`src/rtl/dma_cr_pkg.sv`:
```
package dma_cr_pkg;

  typedef enum logic [2:0] {
    ST_NONE   = 3'd0,
    ST_OVF    = 3'd1,
    ST_STOP   = 3'd2,
    ST_SRCERR = 3'd3,
    ST_DSTERR = 3'd4,
    ST_DONE   = 3'd5
  } end_code_e;

  typedef struct packed {
    logic rl_cnt;
    logic rl_src;
    logic rl_dst;
    logic irq_err_en;
    logic irq_done_en;
  } chan_cfg_t;

endpackage

```
`src/rtl/dma_cr_count.sv`:
```
module dma_cr_count #(
  parameter int BC_W = 4,
  parameter int TC_W = 16
) (
  input  logic            clk,
  input  logic            rst_n,
  input  logic            load_i,
  input  logic            step_i,
  input  logic            reload_i,
  input  logic [BC_W-1:0] bc_init_i,
  input  logic [TC_W-1:0] tc_init_i,
  output logic [BC_W-1:0] bc_o,
  output logic [TC_W-1:0] tc_o,
  output logic            last_o
);

  logic [BC_W-1:0] bc_q, bc_d, bc_sh_q, bc_sh_d;
  logic [TC_W-1:0] tc_q, tc_d, tc_sh_q, tc_sh_d;
  logic            en_w;

  assign last_o = (bc_q == '0) && (tc_q == '0);
  assign en_w   = load_i || step_i || reload_i;

  always_comb begin
    bc_d    = bc_q;
    tc_d    = tc_q;
    bc_sh_d = bc_sh_q;
    tc_sh_d = tc_sh_q;
    if (load_i) begin
      bc_d    = bc_init_i;
      tc_d    = tc_init_i;
      bc_sh_d = bc_init_i;
      tc_sh_d = tc_init_i;
    end else begin
      if (step_i && !last_o) begin
        if (bc_q == '0) begin
          bc_d = bc_sh_q;
          tc_d = tc_q - TC_W'(1);
        end else begin
          bc_d = bc_q - BC_W'(1);
        end
      end
      if (reload_i) begin
        bc_d = bc_sh_q;
        tc_d = tc_sh_q;
      end
    end
  end

  always_ff @(posedge clk or negedge rst_n) begin
    if (!rst_n) begin
      bc_q    <= '0;
      tc_q    <= '0;
      bc_sh_q <= '0;
      tc_sh_q <= '0;
    end else if (en_w) begin
      bc_q    <= bc_d;
      tc_q    <= tc_d;
      bc_sh_q <= bc_sh_d;
      tc_sh_q <= tc_sh_d;
    end
  end

  assign bc_o = bc_q;
  assign tc_o = tc_q;

endmodule

```
`src/rtl/dma_cr_addr.sv`:
```
module dma_cr_addr #(
  parameter int AW         = 32,
  parameter int BEAT_BYTES = 4
) (
  input  logic          clk,
  input  logic          rst_n,
  input  logic          load_i,
  input  logic          step_i,
  input  logic          reload_i,
  input  logic [AW-1:0] init_i,
  output logic [AW-1:0] addr_o,
  output logic          carry_o
);

  localparam logic [AW:0] BEAT_EXT = (AW+1)'(BEAT_BYTES);

  logic [AW-1:0] addr_q, addr_d, sh_q, sh_d;
  logic [AW:0]   sum_w;
  logic          en_w;

  assign sum_w   = {1'b0, addr_q} + BEAT_EXT;
  assign carry_o = sum_w[AW];
  assign en_w    = load_i || step_i || reload_i;

  always_comb begin
    addr_d = addr_q;
    sh_d   = sh_q;
    if (load_i) begin
      addr_d = init_i;
      sh_d   = init_i;
    end else begin
      if (step_i) addr_d = sum_w[AW-1:0];
      if (reload_i) addr_d = sh_q;
    end
  end

  always_ff @(posedge clk or negedge rst_n) begin
    if (!rst_n) begin
      addr_q <= '0;
      sh_q   <= '0;
    end else if (en_w) begin
      addr_q <= addr_d;
      sh_q   <= sh_d;
    end
  end

  assign addr_o = addr_q;

endmodule

```
`src/rtl/dma_cr_ctrl.sv`:
```
module dma_cr_ctrl
  import dma_cr_pkg::*;
(
  input  logic      clk,
  input  logic      rst_n,
  input  logic      start_i,
  input  chan_cfg_t cfg_i,
  input  logic      advance_i,
  input  logic      periph_stop_i,
  input  logic      chan_disable_i,
  input  logic      src_err_i,
  input  logic      dst_err_i,
  input  logic      clr_i,
  input  logic      ovf_i,
  input  logic      last_i,
  output logic      load_o,
  output logic      step_o,
  output logic      rl_cnt_o,
  output logic      rl_src_o,
  output logic      rl_dst_o,
  output logic      busy_o,
  output logic [2:0] status_o,
  output logic      err_irq_o,
  output logic      done_irq_o
);

  logic      busy_q, busy_d;
  end_code_e st_q, st_d, code_w;
  chan_cfg_t cfg_q, cfg_d;
  logic      eirq_q, eirq_d, dirq_q, dirq_d;
  logic      start_ok_w, end_w;

  always_comb begin
    start_ok_w = start_i && !busy_q && (st_q == ST_NONE);
    if (!busy_q)                            code_w = ST_NONE;
    else if (src_err_i)                     code_w = ST_SRCERR;
    else if (dst_err_i)                     code_w = ST_DSTERR;
    else if (advance_i && ovf_i)            code_w = ST_OVF;
    else if (periph_stop_i || chan_disable_i) code_w = ST_STOP;
    else if (advance_i && last_i)           code_w = ST_DONE;
    else                                    code_w = ST_NONE;
    end_w = (code_w != ST_NONE);
  end

  assign load_o   = start_ok_w;
  assign step_o   = busy_q && advance_i && ((code_w == ST_NONE) || (code_w == ST_DONE));
  assign rl_cnt_o = end_w && cfg_q.rl_cnt;
  assign rl_src_o = end_w && cfg_q.rl_src;
  assign rl_dst_o = end_w && cfg_q.rl_dst;

  always_comb begin
    busy_d = busy_q;
    st_d   = st_q;
    cfg_d  = cfg_q;
    eirq_d = eirq_q;
    dirq_d = dirq_q;
    if (clr_i && !busy_q) begin
      st_d   = ST_NONE;
      eirq_d = 1'b0;
      dirq_d = 1'b0;
    end
    if (start_ok_w) begin
      busy_d = 1'b1;
      cfg_d  = cfg_i;
    end
    if (end_w) begin
      busy_d = 1'b0;
      st_d   = code_w;
      eirq_d = cfg_q.irq_err_en && (code_w != ST_DONE);
      dirq_d = cfg_q.irq_done_en && (code_w == ST_DONE);
    end
  end

  always_ff @(posedge clk or negedge rst_n) begin
    if (!rst_n) begin
      busy_q <= 1'b0;
      st_q   <= ST_NONE;
      cfg_q  <= '0;
      eirq_q <= 1'b0;
      dirq_q <= 1'b0;
    end else begin
      busy_q <= busy_d;
      st_q   <= st_d;
      cfg_q  <= cfg_d;
      eirq_q <= eirq_d;
      dirq_q <= dirq_d;
    end
  end

  assign busy_o     = busy_q;
  assign status_o   = st_q;
  assign err_irq_o  = eirq_q;
  assign done_irq_o = dirq_q;

endmodule

```
`src/rtl/dma_cnt_reload.sv`:
```
module dma_cnt_reload
  import dma_cr_pkg::*;
#(
  parameter int BC_W       = 4,
  parameter int TC_W       = 16,
  parameter int AW         = 32,
  parameter int BEAT_BYTES = 4
) (
  input  logic            clk,
  input  logic            rst_n,
  input  logic            start,
  input  logic [BC_W-1:0] start_bc,
  input  logic [TC_W-1:0] start_tc,
  input  logic [AW-1:0]   start_src,
  input  logic [AW-1:0]   start_dst,
  input  logic            reload_cnt_en,
  input  logic            reload_src_en,
  input  logic            reload_dst_en,
  input  logic            err_irq_en,
  input  logic            done_irq_en,
  input  logic            advance,
  input  logic            periph_stop,
  input  logic            chan_disable,
  input  logic            src_err,
  input  logic            dst_err,
  input  logic            clr_status,
  output logic [BC_W-1:0] cur_bc,
  output logic [TC_W-1:0] cur_tc,
  output logic [AW-1:0]   cur_src,
  output logic [AW-1:0]   cur_dst,
  output logic            busy,
  output logic [2:0]      status,
  output logic            err_irq,
  output logic            done_irq
);

  localparam int NPTR = 2;

  chan_cfg_t     cfg_w;
  logic          load_w, step_w, last_w;
  logic          rl_cnt_w, rl_src_w, rl_dst_w;
  logic [AW-1:0] init_w  [NPTR];
  logic [AW-1:0] addr_w  [NPTR];
  logic          rl_w    [NPTR];
  logic [NPTR-1:0] carry_w;

  assign cfg_w = '{rl_cnt: reload_cnt_en, rl_src: reload_src_en, rl_dst: reload_dst_en,
                   irq_err_en: err_irq_en, irq_done_en: done_irq_en};

  assign init_w[0] = start_src;
  assign init_w[1] = start_dst;
  assign rl_w[0]   = rl_src_w;
  assign rl_w[1]   = rl_dst_w;

  dma_cr_ctrl u_ctrl (
    .clk            (clk),
    .rst_n          (rst_n),
    .start_i        (start),
    .cfg_i          (cfg_w),
    .advance_i      (advance),
    .periph_stop_i  (periph_stop),
    .chan_disable_i (chan_disable),
    .src_err_i      (src_err),
    .dst_err_i      (dst_err),
    .clr_i          (clr_status),
    .ovf_i          (|carry_w),
    .last_i         (last_w),
    .load_o         (load_w),
    .step_o         (step_w),
    .rl_cnt_o       (rl_cnt_w),
    .rl_src_o       (rl_src_w),
    .rl_dst_o       (rl_dst_w),
    .busy_o         (busy),
    .status_o       (status),
    .err_irq_o      (err_irq),
    .done_irq_o     (done_irq)
  );

  dma_cr_count #(.BC_W(BC_W), .TC_W(TC_W)) u_count (
    .clk       (clk),
    .rst_n     (rst_n),
    .load_i    (load_w),
    .step_i    (step_w),
    .reload_i  (rl_cnt_w),
    .bc_init_i (start_bc),
    .tc_init_i (start_tc),
    .bc_o      (cur_bc),
    .tc_o      (cur_tc),
    .last_o    (last_w)
  );

  for (genvar g = 0; g < NPTR; g++) begin : g_ptr
    dma_cr_addr #(.AW(AW), .BEAT_BYTES(BEAT_BYTES)) u_addr (
      .clk      (clk),
      .rst_n    (rst_n),
      .load_i   (load_w),
      .step_i   (step_w),
      .reload_i (rl_w[g]),
      .init_i   (init_w[g]),
      .addr_o   (addr_w[g]),
      .carry_o  (carry_w[g])
    );
  end

  assign cur_src = addr_w[0];
  assign cur_dst = addr_w[1];

endmodule

```
`config.mk`:
```
export PLATFORM = sky130hd
export DESIGN_NAME = dma_cnt_reload
export DESIGN_NICKNAME = d
export VERILOG_FILES = /design/src/rtl/dma_cr_pkg.sv /design/src/rtl/dma_cr_count.sv /design/src/rtl/dma_cr_addr.sv /design/src/rtl/dma_cr_ctrl.sv /design/src/rtl/dma_cnt_reload.sv
export SDC_FILE = /design/constraint.sdc
export NUM_CORES = 1
export LEC_CHECK = 0
export ABC_AREA = 1
export BUFFER_PORTS_ARGS = -buffer_cell sky130_fd_sc_hd__buf_4
export CORE_MARGIN = 5
export CORE_UTILIZATION = 30
export DETAILED_ROUTE_END_ITERATION = 12
export GPL_TIMING_DRIVEN = 0
export HOLD_SLACK_MARGIN = 0.15
export PLACE_DENSITY = 0.49
export SLEW_MARGIN = 15
export SYNTH_ARGS = -nofsm -noshare
export SYNTH_HDL_FRONTEND = slang
export SYNTH_HIERARCHICAL = 1
export SYNTH_SLANG_ARGS = --single-unit
export TNS_END_PERCENT = 10
```
`constraint.sdc`:
```
create_clock -name clk -period 2.9 [get_ports clk]
set_input_delay 0.145 -clock clk [delete_from_list [all_inputs] [get_ports clk]]
set_output_delay 0.145 -clock clk [all_outputs]
set_load 0.02 [all_outputs]
```
Word level (Yosys, flattened, before mapping):

Cells that the tools add are included.

* add/subtract/negate cells: 4
* $mul: 0
* div/mod/pow operators: 0
* $lt $le $gt $ge: 0
* equality and inequality tests: 2
* shifts and indexed selects: 0
* mux-type cells: 27
* bitwise gates (word level): 0
* reductions and logical operators: 41

Operators by type and width (number)
* 2-to-1 mux 32 bit: 6
* adder 32 x 3 -> 33 bit (second input constant): 2
* 2-to-1 mux 16 bit: 4
* 2-to-1 mux 3 bit: 8
* logical NOT 16 bit: 1
* 2-to-1 mux 4 bit: 4
* subtractor 16 x 1 -> 16 bit (second input constant): 1
* nonzero test 3 bit: 5
* logical AND 1 bit: 14
* AND reduction 2 bit: 6
* logical NOT 3 bit: 2
* logical OR 1 bit: 6
* 2-to-1 mux 1 bit: 5
* logical NOT 4 bit: 1
* nonzero test 2 bit: 2
* subtractor 4 x 1 -> 4 bit (second input constant): 1
* == test 3 bit (second input constant): 1
* != test 3 bit (second input constant): 1
* AND reduction 3 bit: 1
* logical NOT 1 bit: 2
* OR reduction 2 bit: 1

* register bits after elaboration: 179
* latch bits: 0
* RAM bits: 0
* bits in read-only memories: 0
* bits of input ports: 98
* output and inout port bits: 90
* logic and storage cells: 91
* memories kept: 0

Longest topological paths before layout:

Gate-level depths: netlist (run 1).

* depth in word-level cells: 16
* depth in mapped cells: 27
* depth with buffers taken out: 26

Cells and area by module:

Netlist (run 1), hierarchy kept.

Modules (own cells, without submodules)
* dma_cr_addr: times used 2, cells an instance 545, area an instance 3813.7 sq um, seq. area each 1601.5 sq um
* dma_cr_count: times used 1, cells an instance 339, area an instance 2349.8 sq um, seq. area each 1001.0 sq um
* dma_cr_ctrl: times used 1, cells an instance 76, area an instance 593.1 sq um, seq. area each 275.3 sq um
* dma_cnt_reload: times used 1, cells an instance 3, area an instance 11.3 sq um, seq. area each 0.0 sq um

Worst setup path after synthesis (run 1):

No wires, ideal clock.

* path type: reg2reg
* start: register g_ptr[0].u_addr.addr_q[3]
* end: register g_ptr[0].u_addr.addr_q[26]
* setup time: 0.122 ns
* arrival: 2.911 ns
* data required time: 2.778 ns
* path slack: -0.132 ns
* cell stages (with the launch flop): 26
* buffers on the path: 3
* period minus slack after synthesis: 3.032 ns
* cells stage by stage: dfrtp_1 ha_1 nand2_2 nor2_4 nand2_4 nor2_2 nand2_1 nor2_1 inv_1 nand2_1 nand2_1 nand2_1 nand2_1 nand2_2 nand2_2 nand2_4 inv_4 nor2_2 buf_2 nor2_2 inv_2 nor2_1 buf_4 buf_6 a21oi_1 a21oi_2

* elaborated cells between the ends (all ways): 20
* classes of those cells: 1 x add/sub; 1 x eq/ne; 7 x mux; 11 x reduce/logical

RTL lines
* start, declared: RTL line dma_cr_addr.sv:17 `logic [AW-1:0] addr_q, addr_d, sh_q, sh_d;`
* start signal, assigned: RTL line dma_cr_addr.sv:42 `addr_q <= addr_d;`
* adder 32 x 3 -> 33 bit *: RTL line dma_cr_addr.sv:21 `assign sum_w = {1'b0, addr_q} + BEAT_EXT;`
* net carry_w[0]: RTL line dma_cnt_reload.sv:45 `logic [NPTR-1:0] carry_w;`
* OR reduction 2 bit *: RTL line dma_cnt_reload.sv:66 `.ovf_i (|carry_w),`
* logical AND 1 bit *: RTL line dma_cr_ctrl.sv:38 `else if (advance_i && ovf_i) code_w = ST_OVF;`
* 2-to-1 mux 3 bit *: RTL line dma_cr_ctrl.sv:38
* 2-to-1 mux 3 bit *: RTL line dma_cr_ctrl.sv:37 `else if (dst_err_i) code_w = ST_DSTERR;`
* 2-to-1 mux 3 bit *: RTL line dma_cr_ctrl.sv:36 `else if (src_err_i) code_w = ST_SRCERR;`
* 2-to-1 mux 3 bit *: RTL line dma_cr_ctrl.sv:35 `if (!busy_q) code_w = ST_NONE;`
* nonzero test 3 bit *: RTL line dma_cr_ctrl.sv:42 `end_w = (code_w != ST_NONE);`
* logical AND 1 bit *: RTL line dma_cr_ctrl.sv:48 `assign rl_src_o = end_w && cfg_q.rl_src;`
* net rl_src_w: RTL line dma_cnt_reload.sv:41 `logic rl_cnt_w, rl_src_w, rl_dst_w;`
* nonzero test 3 bit (no line) (tied with other cells)
* AND reduction 2 bit (no line) / 2-to-1 mux 32 bit (equally long branches)

Mark *: on every way through the listed nets, which the timed path passes. The rest lies on a longest branch. The select of a mux whose other input is x is not followed.
A chain may end at the register's enable or synchronous reset.

Worst setup path after layout (run 1):

* start: register g_ptr[1].u_addr.addr_q[3]
* end: register g_ptr[0].u_addr.addr_q[15]

* cells in the longest elaborated chain, start to end: 13
* elaborated cells between the ends (all ways): 19
* classes of those cells: 1 x add/sub; 1 x eq/ne; 6 x mux; 11 x reduce/logical

Ends and longest elaborated chain
* start, declared: RTL line dma_cr_addr.sv:17
* start signal, assigned: RTL line dma_cr_addr.sv:42
* adder 32 x 3 -> 33 bit *: RTL line dma_cr_addr.sv:21
* net carry_w[1]: RTL line dma_cnt_reload.sv:45
* OR reduction 2 bit *: RTL line dma_cnt_reload.sv:66
* logical AND 1 bit *: RTL line dma_cr_ctrl.sv:38
* 2-to-1 mux 3 bit *: RTL line dma_cr_ctrl.sv:38
* 2-to-1 mux 3 bit *: RTL line dma_cr_ctrl.sv:37
* 2-to-1 mux 3 bit *: RTL line dma_cr_ctrl.sv:36
* 2-to-1 mux 3 bit *: RTL line dma_cr_ctrl.sv:35
* == test 3 bit / logical NOT 3 bit (equally long branches): RTL line dma_cr_ctrl.sv:46 `assign step_o = busy_q && advance_i && ((code_w == ST_NONE) || (code_w == ST_DONE));`
* logical OR 1 bit *: RTL line dma_cr_ctrl.sv:46
* logical AND 1 bit *: RTL line dma_cr_ctrl.sv:46
* net step_w: RTL line dma_cnt_reload.sv:40 `logic load_w, step_w, last_w;`
* logical OR 1 bit (2 in series): RTL line dma_cr_addr.sv:23 `assign en_w = load_i || step_i || reload_i;`
* AND reduction 2 bit (no line) *

Mark *: on every way through the listed nets, which the timed path passes. The rest lies on a longest branch.

==> results of run 1 <==
stage by stage:
| step | cells | area [sq um] |
|---|---|---|
| after floorplan | 1508 | 10600 |
| after global placement | 2150 | 12600 |
| after detailed placement | 2152 | 12600 |
| after CTS | 2348 | 15100 |
| after global routing | 2371 | 15600 |
| final | 2371 | 15600 |
flip-flops by register name (all words and copies together) (netlist names):
register	cells
u_count/tc_o	16
g_ptr.u_addr/addr_o	64
u_count/bc_sh_q	4
u_ctrl/status_o	3
u_ctrl/err_irq_o	1
u_count/tc_sh_q	16
g_ptr.u_addr/sh_q	64
u_count/bc_o	4
u_ctrl/busy_o	1
u_ctrl/done_irq_o	1
u_ctrl/cfg_q	5
how the worst min path moves through the flow:
| stage | endpoint | from | cells after the start |
|---|---|---|---|
| final | u_ctrl/status_o[1]$_DFFE_PN0P_ | dst_err | 7 |
| after global routing | u_ctrl/status_o[1]$_DFFE_PN0P_ | dst_err | 7 |
| after CTS | u_ctrl/status_o[1]$_DFFE_PN0P_ | dst_err | 7 |
| after detailed placement | u_ctrl/status_o[1]$_DFFE_PN0P_ | rst_n | 1 |
| after global placement | u_ctrl/cfg_q[0]$_DFFE_PN0P_ | done_irq_en | 3 |
| after floorplan | g_ptr[0].u_addr/addr_o[0]$_DFFE_PN0P_ | rst_n | 0 |
layout by cell type (no fill, tap or decap), drive strengths merged, types with 3 or more instances in the layout:
master / count
clkinv: 3
dlygate4sd3: 97
nand3b: 4
nor3: 7
a21boi: 3
a31oi: 18
ha: 4
o21ai: 136
nand2: 480
nand3: 74
clkbuf: 39
dfrtp: 179
inv: 166
nor2: 191
a21oi: 151
buf: 315
clkinvlp: 9
xnor2: 4
xor2: 9
a22oi: 10
o211ai: 3
nand4: 7
cell families after synthesis:
| family | Yosys count | share of synthesized area, % |
|---|---|---|
| AND/OR/NAND/NOR | 765 | 30.3 |
| AO/OA/AOI/OAI | 322 | 16.2 |
| buffers and inverters | 225 | 9.57 |
| flip-flops | 179 | 42.3 |
| XOR/XNOR | 13 | 1.08 |
| adder cells (fa/ha/maj) | 4 | 0.473 |
worst register-to-register path, delay by kind of cell (launching register included):
kind / cells / cell delay (ns)
flops: 1 / 0.39
compound gates: 3 / 0.32
simple gates: 14 / 1.11
fa+ha+maj: 1 / 0.15
buf+inv: 7 / 0.80
synthesized netlist by cell type, drive strengths merged, types with 7 or more instances:
library cell    n  area, sq um
a21oi         151          782
buf            37          224
clkbuf         20          135
a31oi          18          113
dfrtp         179         4480
nor3            7         35.0
xor2            9         78.8
nand2         480         1860
inv           166          628
nand3          74          388
o21ai         136          692
nor2          191          837
a22oi          10         75.1
nand4           7         43.8
per-layer routing:
layer / routed length, microns / track usage [%] / vias up
met5: 0 / 0 / -
met4: 673 / 5.15 / 0
met3: 1830 / 3.27 / 31
met2: 19200 / 33.6 / 254
met1: 17900 / 26.7 / 5380
li1: - / - / 5611
report_power, final:
group,switching [uW],total (uW),internal [uW]
combinational,6560,11000,4450
clock,1070,2340,1270
sequential,1040,4820,3780
total,8680,18200,9500
repair_timing:
action / CTS / global route
gates cloned: 4 / 0
resized for setup: 106 / 106
hold buffers: 98 / 0
buffers inserted: 62 / 25
endpoints found under the setup margin: 84 / 85
hold endpoints to repair: 358 / 0
pin swaps: 46 / 44
area by class of cell:
type	instances	area [sq um]	area share, %
repair buffers	376	3250	20.8
plain buffers	58	468	3.00
flip-flops and latches	179	4530	29.1
multi-input cells	1104	5560	35.7
repair inverters	1	5.00	0.0321
inverters	166	637	4.08
clock buffers	19	433	2.78
well taps	455	569	3.65
clock inverters	13	136	0.875
==> metrics.md, run 1 <==
| Metric | Value |
|---|---|
| Final min period | 2.86 ns |
| Worst Path Arrival | 3.20 ns |
| Core area | 34,700 sq um |
| CTS Root Cell | clkbuf_16 |
| Most used cell, CP | nand2_4 |
| Status | completed |
| R2r setup slk | 0.04 ns |
| GPL Wtd Cong | 0.879 |
| Post-layout util | 44.9% |
| First-pass DRT Iterations | 5 |
| DRC Markers | 0 |
| Area delta synth->final | 47.3% |
| Setup TNS | 0 ns |
| Reg2Reg Depth | 25 |
| Total power draw | 18,200 uW |
| Initial antenna violation count | 0 |
| Slew Limit Fails | 0 |
| Vias in the first global route | 11,200 |
| Largest net degree at the start of global routing | 81 |
| Global-route wire length before repair | 61,700 microns |
| Input/output buffers | 187 |
| WP buf/inv | 7 |
| Num ports | 188 |
| Reg-to-Reg End | g_ptr[0].u_addr/addr_o[15]$_DFFE_PN0N_ |
| Final Cycle Share | 98.7% |
| Nets | 2,005 |
| Least-Margin Pin Slew | 0.726 ns |
| Iter 0 DRT Violations | 702 |
| Largest delay share family, worst path | simple AND/OR/NAND/NOR gates |
| DR WL/cell | 16.7 microns |
| # fillers | 3,549 |
| Vias per cell | 4.76 |
| Min Hold Slack | 0.195 ns |
| CTS tree | built |
| Final setup fails | 0 |
| Leakage | 0.00758 uW |
| H-tree depth | 4 |
| Peak VDD IR | 0.546 mV |
| Clk_lat worst skew | 0.45 ns |
| Die area | 39,100 sq um |
| Worst slack at placement | -1.10 ns |
| Routed vias | 11,300 |
| Starting Density | 30.5% |
| Cts bufs inserted | 17 |
| Post-synth cell types | 37 |
| CTS sink cnt | 179 |
| CP max-delay cell | dfrtp_2 |
| Layout cells sized above 1 | 28.4% |
| Mapped Cells | 1,508 |
| Clk slew on worst S/H paths | 0.07 ns |
| Syn nets | 1,610 |
| #FFs+latches synth | 179 |
| Critical Path Fanout Max | 7 |
| Maximum clock insertion buffer count | 2 |
| Hold Vio Cnt, Final | 0 |
| RSZ-0062 raised after global routing | yes |
| CP Launch Point | g_ptr[1].u_addr/addr_o[3]$_DFFE_PN0N_ |
| Synth Warn # | 6 |
| Hpwl dp | 28,000 microns |
| Die X | 198 microns |
| Ys flop type | dfrtp_1 |
| Worst EP required | 3.23 ns |
| Critical path depth | 25 |
| HP Class | in -> reg |
| Worst setup path end | g_ptr[0].u_addr/addr_o[15]$_DFFE_PN0N_ |
| Final wirelength | 39,600 microns |
| Ant diodes | 0 |
| Slew HR | 51.6% |
| Fmax | 349 MHz |
| Row count | 68 |
| Critical path class | reg -> reg |
| Seq/Total Area, Yosys | 42.3% |
| Max-cap violations | 0 |
| Mean post-synth cell area | 7.02 sq um |
| Number of synthesized flops with an enable pin | 0 |
| Aggregate global-route resource usage | 19.9% |
| CP max stage delay | 0.39 ns |
| Synth async-reset ratio | 100% |
| Final worst setup slack | 0.0374 ns |
| CP Capture Type | register |
| GRT overflow | 0 |
| Synthesized area | 10,600 sq um |
| Power Density | 1170 nW/um^2 |
| Die height | 198 microns |
| Worst Skew | 0.00977 ns |
| CP Launch Type | register |
| FF-to-FF Start | g_ptr[1].u_addr/addr_o[3]$_DFFE_PN0N_ |
| Routed Antenna Nets | 0 |
Power figures use the tool's default switching activity.
==> inputs of run 2 (changes only) <==
--- a/config.mk
+++ b/config.mk
@@ -7,12 +7,14 @@
 export LEC_CHECK = 0
 export ABC_AREA = 1
 export BUFFER_PORTS_ARGS = -buffer_cell sky130_fd_sc_hd__buf_4
+export CELL_PAD_IN_SITES_DETAIL_PLACEMENT = 1
+export CELL_PAD_IN_SITES_GLOBAL_PLACEMENT = 2
 export CORE_MARGIN = 5
-export CORE_UTILIZATION = 30
+export CORE_UTILIZATION = 28
 export DETAILED_ROUTE_END_ITERATION = 12
 export GPL_TIMING_DRIVEN = 0
 export HOLD_SLACK_MARGIN = 0.15
-export PLACE_DENSITY = 0.49
+export PLACE_DENSITY = 0.75
 export SLEW_MARGIN = 15
 export SYNTH_ARGS = -nofsm -noshare
 export SYNTH_HDL_FRONTEND = slang
==> metrics.md, run 2 (synthesis gave the netlist of run 1 again) <==
| Metric | Value |
|---|---|
| Status | completed |
| Routed vias | 11,500 |
| Post-Layout Inst Area | 15,500 sq um |
| Logic pwr share | 60.7% |
| Hold Vio Cnt, Final | 0 |
| Fmax | 346 MHz |
| Iter 0 DRT Violations | 414 |
| Most frequent cells in the layout | nand2_1 (450), buf_4 (246), nor2_1 (152) |
| Critical path class | reg -> reg |
| Vias per cell | 4.77 |
| CTS sink cnt | 179 |
| Reg power frac | 26.0% |
| CTS tree | built |
| Layout cells sized above 1 | 26.8% |
| Die area | 41,800 sq um |
| Die X | 204 microns |
| DR WL/cell | 18.5 microns |
| First-pass DRT Iterations | 5 |
| Starting Density | 28.2% |
| Dpl cells | 2,208 |
| Most common cell after layout, fill and taps aside | nand2_1 |
| Hpwl dp | 31,700 microns |
| Largest delay share family, worst path | simple AND/OR/NAND/NOR gates |
| Cts bufs inserted | 17 |
| RSZ-0062 raised after global routing | yes |
| Met2 Wirelength | 21,900 microns |
| Row count | 71 |
| Post-layout util | 41.5% |
| Worst EP required | 3.26 ns |
| CP Launch Type | register |
| Global-route wire length before repair | 69,000 microns |
| Final setup fails | 0 |
| Metal-1 WL | 20,400 microns |
| Switching power | 8920 uW |
| CTS Root Cell | clkbuf_16 |
| Core area | 37,500 sq um |
| Max-cap violations | 0 |
| Leakage | 0.00758 uW |
| Routed Antenna Nets | 0 |
| CP max stage delay | 0.39 ns |
| Sw Share | 48.0% |
| Nets | 1,988 |
| Clk slew on worst S/H paths | 0.07 ns |
| Worst Path Arrival | 3.25 ns |
| Area delta synth->final | 46.9% |
| Pint | 9660 uW |
| DRC Markers | 0 |
| Routed length on met3 | 1400 microns |
| Dpl cell area | 12,700 sq um |
| GRT overflow | 0 |
| Num ports | 188 |
| Clk pwr share | 13.3% |
| HP Class | in -> reg |
| Final cell count without fillers | 2,411 |
| Aggregate global-route resource usage | 21.1% |
| CP Capture Type | register |
| Worst Skew | 0.0136 ns |
| CP max-delay cell | dfrtp_2 |
| Vias in the first global route | 12,100 |
| Peak VDD IR | 0.525 mV |
| Clk_lat worst skew | 0.46 ns |
| WP buf/inv | 7 |
| Die height | 204 microns |
| Power Density | 1200 nW/um^2 |
| Critical Path Fanout Max | 7 |
| Final Cycle Share | 99.7% |
| GPL Wtd Cong | 0.861 |
| Top Layer Used | met4 |
| Slew HR | 48.1% |
| Final min period | 2.89 ns |
| CP cell instances | ha_4 > nand2_2 > nor2_4 > nand2_4 > nor2_4 > nand2_2 > nor2_4 > inv_2 > nand2_4 > nand2_4 > nand3_2 > nand2_1 > nand2_1 > nand2_2 > inv_4 > nand2_4 > buf_6 > a21oi_4 > buf_12 > nor2_4 > buf_12 > buf_12 > buf_16 > a22oi_1 |
| Least-Margin Pin Slew | 0.779 ns |
| Slew Limit Fails | 0 |
| Input/output buffers | 187 |
| Initial antenna violation count | 1 |
| Final wirelength | 44,500 microns |
| H-tree depth | 4 |
| Maximum clock insertion buffer count | 2 |
| Largest net degree at the start of global routing | 88 |
run 2: cell count changes in the layout (fill, tap and decap cells not counted), moves of 4 or more:
cell	delta
clkinvlp_4	-7
nor2_4	-4
buf_4	-17
a21oi_2	-15
nor2_2	+7
a21oi_1	+18
nand2_1	+4
clkbuf_8	+4
run 2: final cells by class:
cell class / instances / area, sq um
inverters: 166 / 644
flip-flops and latches: 179 / 4530
diodes: 1 / 2.50
plain buffers: 58 / 520
multi-input cells: 1104 / 5470
well taps: 511 / 639
clock buffers: 23 / 498
repair buffers: 360 / 3140
fillers: 4660 / 21900
clock inverters: 9 / 103
run 2: final timing paths:
kind,end,startpoint,cells past startpoint,slack (ns)
min in group asynchronous,g_ptr[1].u_addr/sh_q[0]$_DFFE_PN0P_,rst_n,3,0.29
min,u_ctrl/status_o[1]$_DFFE_PN0P_,advance,6,0.17
max,g_ptr[0].u_addr/addr_o[15]$_DFFE_PN0N_,g_ptr[0].u_addr/addr_o[2]$_DFFE_PN0N_,24,0.008
max reg2reg,g_ptr[0].u_addr/addr_o[15]$_DFFE_PN0N_,g_ptr[0].u_addr/addr_o[2]$_DFFE_PN0N_,24,0.008
max in group asynchronous,g_ptr[1].u_addr/addr_o[4]$_DFFE_PN0N_,rst_n,3,1.72
min reg2reg,g_ptr[0].u_addr/sh_q[11]$_DFFE_PN0P_,g_ptr[0].u_addr/sh_q[11]$_DFFE_PN0P_,2,0.47
run 2: power by group through the flow:
stage	sequential (uW)	clock (uW)	combinational, uW
2_1_floorplan	5210	0	5440
3_3_place_gp	4880	0	9090
3_5_place_dp	4900	0	9320
4_1_cts	4810	2560	10800
5_1_grt	4990	2630	12500
6_report	4820	2470	11300
run 2: metrics by stage:
stage	setup TNS, ns	hold WS [ns]	worst slack, ns	power (uW)
after floorplan	0	-0.151	0.000757	10700
after global placement	-74.24	0.344	-1.05	14000
after detailed placement	-78.18	-0.0308	-1.12	14200
after CTS	-0.318	0.157	-0.0293	18200
after global routing	-9.06	0.224	-0.194	20100
final	0	0.169	0.00751	18600
run 2: routing by layer:
metal  vias up  GRT usage [%]
li1       5568              -
met5         -              0
met1      5684           27.9
met2       201           36.5
met4         0           5.62
met3        37           2.60
run 2: worst register-to-register path, delay by kind of cell, from the launching register on:
kind	cells	cell delay, ns
adders and majority gates	1	0.14
DFF	1	0.39
buffers and inverters	7	0.80
and+or+nand+nor	14	1.17
AOI/OAI and AO/OA	2	0.31
run 2: what timing repair did:
action,4_1_cts,5_1_grt
setup buffers,44,24
cloned,2,1
pin swaps,42,25
hold endpoints to repair,358,0
setup endpoints to repair,84,84
hold buffers,100,0
gates resized for setup,129,74
==> inputs of run 3 (changes only) <==
--- a/config.mk
+++ b/config.mk
@@ -14,6 +14,7 @@
 export DETAILED_ROUTE_END_ITERATION = 12
 export GPL_TIMING_DRIVEN = 0
 export HOLD_SLACK_MARGIN = 0.15
+export MAX_ROUTING_LAYER = met4
 export PLACE_DENSITY = 0.75
 export SLEW_MARGIN = 15
 export SYNTH_ARGS = -nofsm -noshare
==> constraint.sdc (replaced) <==
create_clock -name clk -period 2.9 [get_ports clk]
set_input_delay 0.145 -clock clk [delete_from_list [all_inputs] [get_ports clk]]
set_output_delay 0.145 -clock clk [all_outputs]
set_load 0.01 [all_outputs]
==> metrics.md, run 3 (synthesis gave the netlist of run 1 again) <==
| Metric | Value |
|---|---|
| CTS sink cnt | 179 |
| CP Capture Type | register |
| DRC Markers | 0 |
| Aggregate global-route resource usage | 21.4% |
| Largest net degree at the start of global routing | 91 |
| Hold Crit Start | periph_stop |
| Maximum clock insertion buffer count | 2 |
| H-tree depth | 4 |
| Pint | 9810 uW |
| RSZ-0062 raised after global routing | yes |
| HP Class | in -> reg |
| Power Density | 1170 nW/um^2 |
| Vias per cell | 4.74 |
| Die X | 204 microns |
| Input/output buffers | 187 |
| Most used cell, CP | nand2_2 |
| Worst Path Arrival | 3.26 ns |
| Sink of the worst hold path | u_ctrl/status_o[2]$_DFFE_PN0P_ |
| Final wirelength | 44,300 microns |
| Post-layout util | 42.1% |
| Routed vias | 11,400 |
| Area delta synth->final | 49.2% |
| Top Layer Used | met4 |
| CP max-delay cell | dfrtp_1 |
| Starting Density | 28.2% |
| Layout cells sized above 1 | 28.9% |
| Sw Share | 47.0% |
| # fillers | 4,592 |
| Die area | 41,800 sq um |
| Status | complete, but fails checks |
| Cts bufs inserted | 17 |
| Setup TNS | -0.0567 ns |
| Final setup fails | 5 |
| Metal-1 WL | 20,300 microns |
| Reg2Reg Depth | 24 |
| Row count | 71 |
| Vias in the first global route | 12,000 |
| Global-route wire length before repair | 67,700 microns |
| Total power draw | 18,500 uW |
| R2r setup slk | -0.02 ns |
| Most common cell after layout, fill and taps aside | nand2_1 |
| GRT overflow | 0 |
| Clk slew on worst S/H paths | 0.08 ns |
| GPL Wtd Cong | 0.860 |
| First-pass DRT Iterations | 5 |
| Dpl cell area | 12,700 sq um |
| Fmax | 342 MHz |
| Reg-to-Reg End | g_ptr[0].u_addr/addr_o[24]$_DFFE_PN0N_ |
| Final min period | 2.92 ns |
| Die height | 204 microns |
| Ant diodes | 0 |
| Hold Vio Cnt, Final | 0 |
| Post-Layout Inst Area | 15,800 sq um |
| Routed length on met3 | 1260 microns |
| Slew HR | 47.5% |
| Reg power frac | 26.2% |
| Hold depth | 7 |
| Worst Skew | 0.0131 ns |
| Core area | 37,500 sq um |
| Least-Margin Pin Slew | 0.787 ns |
| Clk_lat worst skew | 0.45 ns |
| CTS tree | built |
| Num ports | 188 |
| Leakage | 0.00762 uW |
| Met2 Wirelength | 22,100 microns |
| Critical Path Fanout Max | 7 |
| Iter 0 DRT Violations | 466 |
| Final Cycle Share | 101% |
| Final worst setup slack | -0.0226 ns |
| Most frequent cells in the layout | nand2_1 (444), buf_4 (252), nor2_1 (150) |
| Peak VDD IR | 0.509 mV |
| DR WL/cell | 18.4 microns |
| Hpwl dp | 31,300 microns |
| Max-cap violations | 0 |
| Worst EP required | 3.24 ns |
| Logic pwr share | 59.9% |
| Nets | 1,990 |
| FF-to-FF Start | g_ptr[0].u_addr/addr_o[2]$_DFFE_PN0N_ |
| Initial antenna violation count | 0 |
| Dpl cells | 2,208 |
| Clk pwr share | 13.9% |
| CP max stage delay | 0.36 ns |
| Routed Antenna Nets | 0 |
| CTS Root Cell | clkbuf_16 |
| CP cell instances | ha_2 > nand2_2 > nor2_4 > nand2_4 > nor2_4 > nand2_2 > nor2_4 > inv_2 > nand2_4 > nand2_4 > nand3_2 > nand2_2 > nand2_2 > nand2_2 > inv_4 > nand2_4 > buf_12 > a21oi_4 > buf_12 > nor2_4 > buf_8 > buf_6 > o211ai_1 > nand2_1 |
| Slew Limit Fails | 0 |
| Failing checks | negative setup slack |
| Final cell count without fillers | 2,412 |
| Switching power | 8710 uW |
| Critical path class | reg -> reg |
| CP Launch Type | register |
==> run 3: changes by cell type in the layout (fill, tap and decap cells not counted), moves of 5 or more <==
cell,delta
a21oi_1,-38
a21oi_2,+35
dfrtp_1,+11
dfrtp_2,-11
o21ai_0,-7
buf_4,+6
nand2_1,-6
buf_6,-5
==> run 3: metal layers <==
metal / global-route usage (%) / vias up
met3: 2.79 / 25
li1: - / 5579
met1: 27.0 / 5648
met5: - / -
met2: 36.9 / 169
met4: 4.38 / 0
==> run 3: how the worst max path moves through the flow <==
stage	to	slack [ns]	from	depth (start not counted)
after detailed placement	g_ptr[0].u_addr/addr_o[4]$_DFFE_PN0N_	-1.09	u_count/tc_o[0]$_DFFE_PN0P_	17
final	g_ptr[0].u_addr/addr_o[24]$_DFFE_PN0N_	-0.02	g_ptr[0].u_addr/addr_o[2]$_DFFE_PN0N_	24
after global routing	g_ptr[0].u_addr/addr_o[15]$_DFFE_PN0N_	-0.18	g_ptr[0].u_addr/addr_o[2]$_DFFE_PN0N_	25
after global placement	g_ptr[0].u_addr/addr_o[4]$_DFFE_PN0N_	-1.03	u_count/tc_o[0]$_DFFE_PN0P_	17
after CTS	u_count/tc_o[2]$_DFFE_PN0P_	-0.04	u_count/tc_o[0]$_DFFE_PN0P_	23
after floorplan	g_ptr[0].u_addr/addr_o[26]$_DFFE_PN0N_	0.02	g_ptr[0].u_addr/addr_o[2]$_DFFE_PN0N_	25
==> run 3: layout make-up <==
cell class	count	area (sq um)	share of cell area [%]
Sequential cell	179	4520	28.6
Multi-Input combinational cell	1104	5680	35.9
Timing Repair Buffer	364	3170	20.1
Inverter	166	649	4.11
Clock inverter	11	151	0.959
Clock buffer	21	480	3.04
Buffer	56	503	3.19
Tap cell	511	639	4.05
==> run 3: per-stage QoR <==
step / setup slack, ns / hold WS (ns)
after floorplan: 0.0181 / -0.151
after global placement: -1.03 / 0.349
after detailed placement: -1.09 / 0.208
after CTS: -0.0378 / 0.180
after global routing: -0.182 / 0.247
final: -0.0226 / 0.230
==> run 3: what timing repair did <==
item | CTS | global route
resized for setup | 141 | 122
hold buffers | 97 | 0
gates cloned | 2 | 3
endpoints found under the setup margin | 84 | 80
hold endpoints to repair | 268 | 0
buffers inserted | 45 | 28
pin swaps | 30 | 70
==> run 3: critical path: cells and delay by family (launching register included) <==
family	cells	cell delay, ns
and+or+nand+nor	15	1.24
DFF	1	0.36
AOI/OAI and AO/OA	2	0.30
buffers and inverters	6	0.70
adders and majority gates	1	0.19
==> run 3: power by group through the flow <==
stage                     logic, uW  registers (uW)  clock network (uW)
after CTS                     10100            4840                2640
after global routing          12200            5020                2740
after global placement         8610            4880                   0
final                         11100            4860                2570
after floorplan                5440            4770                   0
after detailed placement       8810            4910                   0
